### src/rtl/sram_bridge_pkg.sv
// Package: sram_bridge_pkg
// Shared decode type and default sizes for the SRAM bridge.
// Assumes a word-addressed processor bus; all sizes can be overridden per instance.
package sram_bridge_pkg;

    localparam int DEF_BUS_AW  = 16;
    localparam int DEF_DW      = 16;
    localparam int DEF_SRAM_AW = 18;

    // Which register a bus address selects
    typedef enum logic [1:0] {
        SEL_NONE = 2'd0,
        SEL_ADDR = 2'd1,
        SEL_DATA = 2'd2
    } port_sel_e;

endpackage

### src/rtl/sram_bridge_decode.sv
// Module: sram_bridge_decode
// Maps a bus address onto the address register, the data port, or nothing.
// Assumes the two registers occupy BASE_ADDR and BASE_ADDR+1.
module sram_bridge_decode
    import sram_bridge_pkg::*;
#(
    parameter int               BUS_AW    = DEF_BUS_AW,
    parameter logic [BUS_AW-1:0] BASE_ADDR = 16'h1040
) (
    input  logic [BUS_AW-1:0] bus_addr,
    output port_sel_e         sel
);

    localparam logic [BUS_AW-1:0] DATA_ADDR = BASE_ADDR + 1'b1;

    // Address comparison against both register locations
    always_comb begin
        if (bus_addr == BASE_ADDR) begin
            sel = SEL_ADDR;
        end else if (bus_addr == DATA_ADDR) begin
            sel = SEL_DATA;
        end else begin
            sel = SEL_NONE;
        end
    end

endmodule

### src/rtl/sram_bridge_addr_reg.sv
// Module: sram_bridge_addr_reg
// Holds the SRAM word address written by the processor and zero-extends it
// onto the wider SRAM address bus. Assumes SRAM_AW >= DW.
module sram_bridge_addr_reg #(
    parameter int DW      = 16,
    parameter int SRAM_AW = 18
) (
    input  logic               clk,
    input  logic               rst_n,
    input  logic               wr_en,
    input  logic [DW-1:0]      wr_data,
    output logic [DW-1:0]      addr_q,
    output logic [SRAM_AW-1:0] sram_addr
);

    localparam int PAD_W = SRAM_AW - DW;

    // Address register update
    always_ff @(posedge clk) begin
        if (!rst_n) begin
            addr_q <= '0;
        end else if (wr_en) begin
            addr_q <= wr_data;
        end
    end

    // Upper SRAM address bits tied low, if there are any
    generate
        if (PAD_W > 0) begin : g_pad
            assign sram_addr = {{PAD_W{1'b0}}, addr_q};
        end else begin : g_nopad
            assign sram_addr = addr_q[SRAM_AW-1:0];
        end
    endgenerate

endmodule

### src/rtl/sram_bridge_wrseq.sv
// Module: sram_bridge_wrseq
// Captures the store word and delays the load by one flip-flop to form the
// one-cycle write strobe. Back-to-back loads give back-to-back strobes.
module sram_bridge_wrseq #(
    parameter int DW = 16
) (
    input  logic          clk,
    input  logic          rst_n,
    input  logic          load,
    input  logic [DW-1:0] wr_data,
    output logic          strobe,
    output logic [DW-1:0] word_q
);

    // Delayed load flag and captured write word
    always_ff @(posedge clk) begin
        if (!rst_n) begin
            strobe <= 1'b0;
            word_q <= '0;
        end else begin
            strobe <= load;
            if (load) begin
                word_q <= wr_data;
            end
        end
    end

endmodule

### src/rtl/sram_bridge_pins.sv
// Module: sram_bridge_pins
// Turns the strobe flag into SRAM control levels and the data drive enable.
// Assumes an external tristate buffer joins dq_o/dq_i under dq_oe.
module sram_bridge_pins #(
    parameter int DW = 16
) (
    input  logic          strobe,
    input  logic [DW-1:0] word_q,
    output logic [DW-1:0] dq_o,
    output logic          dq_oe,
    output logic          cs_n,
    output logic          oe_n,
    output logic          we_n
);

    // Read mode by default, write mode only during the strobe cycle
    always_comb begin
        cs_n  = 1'b0;
        dq_o  = word_q;
        dq_oe = strobe;
        oe_n  = strobe;
        we_n  = ~strobe;
    end

endmodule

### src/rtl/sram_bridge.sv
// Module: sram_bridge
// Top of the memory-mapped SRAM bridge: an address register at BASE_ADDR and
// a data port at BASE_ADDR+1. Reads are combinational and writes strobe one
// cycle after the store. Assumes the clock is slow enough for SRAM access.
module sram_bridge
    import sram_bridge_pkg::*;
#(
    parameter int                BUS_AW    = DEF_BUS_AW,
    parameter int                DW        = DEF_DW,
    parameter int                SRAM_AW   = DEF_SRAM_AW,
    parameter logic [BUS_AW-1:0] BASE_ADDR = 16'h1040
) (
    input  logic               clk,
    input  logic               rst_n,
    input  logic [BUS_AW-1:0]  bus_addr,
    input  logic               bus_we,
    input  logic [DW-1:0]      bus_wdata,
    output logic [DW-1:0]      bus_rdata,
    output logic [SRAM_AW-1:0] sram_addr,
    output logic [DW-1:0]      sram_dq_o,
    input  logic [DW-1:0]      sram_dq_i,
    output logic               sram_dq_oe,
    output logic               sram_cs_n,
    output logic               sram_oe_n,
    output logic               sram_we_n
);

    port_sel_e     sel;
    logic          addr_wr;
    logic          data_load;
    logic [DW-1:0] addr_q;
    logic          strobe;
    logic [DW-1:0] word_q;

    sram_bridge_decode #(
        .BUS_AW   (BUS_AW),
        .BASE_ADDR(BASE_ADDR)
    ) decode_i (
        .bus_addr(bus_addr),
        .sel     (sel)
    );

    // Store qualification per register
    always_comb begin
        addr_wr   = bus_we && (sel == SEL_ADDR);
        data_load = bus_we && (sel == SEL_DATA);
    end

    sram_bridge_addr_reg #(
        .DW     (DW),
        .SRAM_AW(SRAM_AW)
    ) addr_reg_i (
        .clk      (clk),
        .rst_n    (rst_n),
        .wr_en    (addr_wr),
        .wr_data  (bus_wdata),
        .addr_q   (addr_q),
        .sram_addr(sram_addr)
    );

    sram_bridge_wrseq #(
        .DW(DW)
    ) wrseq_i (
        .clk    (clk),
        .rst_n  (rst_n),
        .load   (data_load),
        .wr_data(bus_wdata),
        .strobe (strobe),
        .word_q (word_q)
    );

    sram_bridge_pins #(
        .DW(DW)
    ) pins_i (
        .strobe(strobe),
        .word_q(word_q),
        .dq_o  (sram_dq_o),
        .dq_oe (sram_dq_oe),
        .cs_n  (sram_cs_n),
        .oe_n  (sram_oe_n),
        .we_n  (sram_we_n)
    );

    // Processor read-data multiplexer
    always_comb begin
        unique case (sel)
            SEL_ADDR: bus_rdata = addr_q;
            SEL_DATA: bus_rdata = sram_dq_i;
            default:  bus_rdata = '0;
        endcase
    end

endmodule

### config.mk
export PLATFORM = sky130hd
export DESIGN_NAME = sram_bridge
export DESIGN_NICKNAME = d
export VERILOG_FILES = /design/src/rtl/sram_bridge_pkg.sv /design/src/rtl/sram_bridge_decode.sv /design/src/rtl/sram_bridge_addr_reg.sv /design/src/rtl/sram_bridge_wrseq.sv /design/src/rtl/sram_bridge_pins.sv /design/src/rtl/sram_bridge.sv
export SDC_FILE = /design/constraint.sdc
export NUM_CORES = 1
export LEC_CHECK = 0
export ABC_AREA = 1
export BUFFER_PORTS_ARGS = -buffer_cell sky130_fd_sc_hd__buf_2
export CAP_MARGIN = 30
export CORE_ASPECT_RATIO = 1.1
export CORE_MARGIN = 2
export CORE_UTILIZATION = 40
export CTS_BUF_LIST = sky130_fd_sc_hd__clkbuf_4 sky130_fd_sc_hd__clkbuf_8 sky130_fd_sc_hd__clkbuf_16
export CTS_CLUSTER_SIZE = 20
export DETAILED_ROUTE_END_ITERATION = 8
export GPL_ROUTABILITY_DRIVEN = 1
export PLACE_DENSITY = 0.71
export SETUP_SLACK_MARGIN = 0.02
export SYNTH_ARGS = -nofsm -noshare
export SYNTH_HDL_FRONTEND = slang
export SYNTH_HIERARCHICAL = 1
export SYNTH_SLANG_ARGS = --single-unit
### constraint.sdc
create_clock -name clk -period 1.9 [get_ports clk]
set_input_delay 0.095 -clock clk [delete_from_list [all_inputs] [get_ports clk]]
set_output_delay 0.095 -clock clk [all_outputs]
set_load 0.01 [all_outputs]
==> parameters.txt <==
Parameter                              Value

Final layout
  Total inserted antenna cells ... 0
  Final cell count without fillers ... 478
  Fraction of final layout cells sized beyond drive strength 1 ... 0.320
  Area of all placed cells without fillers ... 0.00246 mm^2
  Filler Cell Count ... 582
  Area growth from synthesis to layout ... 13.8%
  Final-stage net count ... between 400 and 500

Drt
  DRC marker count from the first detailed-route iteration ... a little over 60
  Drt first pass iters ... 4
  Vias per cell ... about 4.2
  Final routed DRC violation total ... 0
  Final WL ... ~4300 um
  Wire length per cell after detailed routing ... 8.98 um
  Remaining number of nets flagged by the antenna check after routing ... 0
  Total via count in the routed design ... 1,992

Job
  Max-cap violations ... 0

STA
  Clock skew after layout ... 0 ns
  Unrepaired setup endpoints after global routing ... false
  Share of the clock period used by the worst path ... 0.841
  Final count of negative-setup-slack endpoints ... 0
  Final max-slew violation count ... 0
  Shortest period the worst path allows ... 1.60 ns
  Final Hold Viols ... 0
  Maximum clock frequency ... around 630 MHz
  Sum of negative setup slack ... 0 ns
  Max-slew headroom at the worst pin ... 0.617
  Slew at the pin closest to its max-slew limit ... 0.574 ns

Synth
  Netlist cell types ... 16
  Warnings from Yosys ... 6
  Sequential cell area fraction in the yosys report ... 0.306
  Synthesized area divided by synthesized cell count ... 6.33 um^2
  Total of flip-flops plus latches after synthesis ... 33
  Area of the mapped netlist ... 0.00216 mm^2
  Post-Synthesis Cells ... between 300 and 400

Floorplanning
  Effective utilization at floorplan ... 0.408
  Die Height ... 81.1 um
  Die width ... about 74 um
  Number of placed I/O pins ... 105
  Total Die Area ... approximately 0.006 mm^2
  Core box area ... 0.00529 mm^2
  Total number of placement rows ... 28

Clocking
  Largest buffer count on any clock path ... 2
  Clock tree root buffer cell ... sky130_fd_sc_hd__clkbuf_8
  TritonCTS clock tree ... built
  Number of cells upsized or downsized after cts ... 0
  Source-to-sink clock delay at the later pin of the worst-skew pair ... 0.27 ns
  Number of sinks on the clock net ... 33
  Cts bufs inserted ... 5
  # hold bufs at CTS ... 0
  Clock H-tree levels ... 2
  Clock input transition at the sequential cells of the worst setup and hold paths ... approximately 0.060 ns
  Total setup buffers inserted after CTS ... 0

Placed design
  Total half-perimeter wirelength after legalization and detailed placement ... 3440 um
  Buffers on Ports ... 101
  Cell Area, Placed ... 0.00237 mm^2
  GP Congestion ... 0.756
  Placed insts ... 470

Min path
  Worst Hold Launch ... bus_wdata[0]
  Min-delay worst type ... input pin to flip-flop

Critical path
  Arrival time at the worst endpoint ... 1.50 ns
  Critical path class ... input pin to output port
  Critical path required time ... 1.80 ns
  Launch point of the critical path ... bus_addr[8]
  Worst R2R Start ... addr_reg_i/addr_q[4]$_SDFFE_PN0P_
  Launching element type of the critical path ... input pin
  Critical path peak fanout ... 11
  Crit path capture type ... output port

Power
  Power per Cell Area ... 535 mW/mm^2
  Power consumption ... 1.32 mW
  Leakage power ... ~1.4 nW
  Peak supply drop ... 0.000430 V

Global route
  Global route total overflow ... 0
  Maximum number of pins on one net before global-route repair ... 34
  Initial antenna violation count ... 0
  Wire length of the first global-routing pass ... 6850 um
  Vias in the first global route ... 1,724
  Total global-route track usage ... 0.146

Run status
  Result of the run ... finished, final reports clean
## critical path, stage by stage
cell,delay (ns)
sky130_fd_sc_hd__buf_2,0.09
sky130_fd_sc_hd__inv_1,0.04
sky130_fd_sc_hd__nand2_1,0.04
sky130_fd_sc_hd__nor2_1,0.10
sky130_fd_sc_hd__nand2_1,0.08
sky130_fd_sc_hd__nor2_1,0.14
sky130_fd_sc_hd__inv_1,0.06
sky130_fd_sc_hd__ha_1,0.36
sky130_fd_sc_hd__buf_4,0.22
sky130_fd_sc_hd__a21oi_1,0.12
sky130_fd_sc_hd__buf_2,0.14
## synthesized netlist by cell type
cell type | instances | area share
sky130_fd_sc_hd__a21oi_2 | 10 | 0.041
sky130_fd_sc_hd__nor2_1 | 67 | 0.12
sky130_fd_sc_hd__buf_12 | 1 | 0.0093
sky130_fd_sc_hd__buf_4 | 41 | 0.14
sky130_fd_sc_hd__dfxtp_1 | 33 | 0.31
sky130_fd_sc_hd__conb_1 | 2 | 0.0035
sky130_fd_sc_hd__nand2_1 | 111 | 0.19
sky130_fd_sc_hd__clkbuf_8 | 1 | 0.0064
sky130_fd_sc_hd__nor2_2 | 4 | 0.012
sky130_fd_sc_hd__clkbuf_2 | 1 | 0.0023
sky130_fd_sc_hd__a21oi_1 | 6 | 0.014
sky130_fd_sc_hd__buf_6 | 7 | 0.037
sky130_fd_sc_hd__buf_2 | 1 | 0.0023
sky130_fd_sc_hd__buf_8 | 2 | 0.014
sky130_fd_sc_hd__ha_1 | 2 | 0.012
sky130_fd_sc_hd__inv_1 | 52 | 0.090
## registers in the layout (all words and copies together) (netlist names)
register	cells
wrseq_i/strobe	1
wrseq_i/word_q	16
addr_reg_i/addr_q	16
## cells in the final DEF (no fill, tap or decap)
cell,synthesis,routed
sky130_fd_sc_hd__inv_1,52,52
sky130_fd_sc_hd__nor2_1,67,67
sky130_fd_sc_hd__clkbuf_8,1,5
sky130_fd_sc_hd__dfxtp_1,33,33
sky130_fd_sc_hd__ha_1,2,2
sky130_fd_sc_hd__buf_4,41,4
sky130_fd_sc_hd__buf_12,1,2
sky130_fd_sc_hd__buf_2,1,101
sky130_fd_sc_hd__nor2_2,4,4
sky130_fd_sc_hd__clkinv_2,0,2
sky130_fd_sc_hd__nand2_1,111,111
sky130_fd_sc_hd__a21oi_1,6,6
sky130_fd_sc_hd__a21oi_2,10,10
sky130_fd_sc_hd__conb_1,2,3
sky130_fd_sc_hd__clkbuf_4,0,1
## power by group
group	internal [mW]	total [mW]	switching (mW)
clock network	0.268	0.512	0.245
logic	0.0542	0.112	0.0577
registers	0.692	0.692	0.00000654
## path summary, 6_finish.rpt
check | end | slack [ns] | cells after the start
setup / recovery | bus_rdata[14] | 0.30 | 11
hold / removal | addr_reg_i/addr_q[0]$_SDFFE_PN0P_ | 0.12 | 5
setup reg to reg | addr_reg_i/addr_q[4]$_SDFFE_PN0P_ | 1.29 | 2
hold reg to reg | wrseq_i/word_q[6]$_SDFFE_PN0P_ | 0.47 | 2
## layer usage
metal | track usage | wire length [um]
met1 | 0.151 | 1770
met4 | 0.0418 | 34
met5 | 0 | 0
met2 | 0.285 | 2210
met3 | 0.0347 | 271
## area by class of cell
cell class	instances	area [um^2]	share of cell area
Inverter	52	195	0.0794
Timing Repair Buffer	107	576	0.234
Sequential cell	33	661	0.269
Tap cell	75	93.8	0.0382
Clock buffer	6	76.3	0.0310
Clock inverter	2	10.0	0.00407
Multi-Input combinational cell	203	847	0.345
## per-stage QoR
step	util	hold slack, ns	setup WS (ns)
finish	0.465	0.121	0.302
global placement	0.448	0.401	0.284
CTS	0.465	0.111	0.278
floorplan	-	0.283	0.345
detailed placement	0.448	0.406	0.281
global route	0.465	0.130	0.0909
## kinds of logic (layout without fill, tap and decap cells)
group	count (synthesis)	in the layout	synth area share
other cells	2	3	0.00348
fa+ha+maj	2	2	0.0116
compound gates	16	16	0.0545
flops	33	33	0.306
buf+inv	106	167	0.304
simple gates	182	182	0.321
No activity file was read; power rests on OpenSTA's default activity.
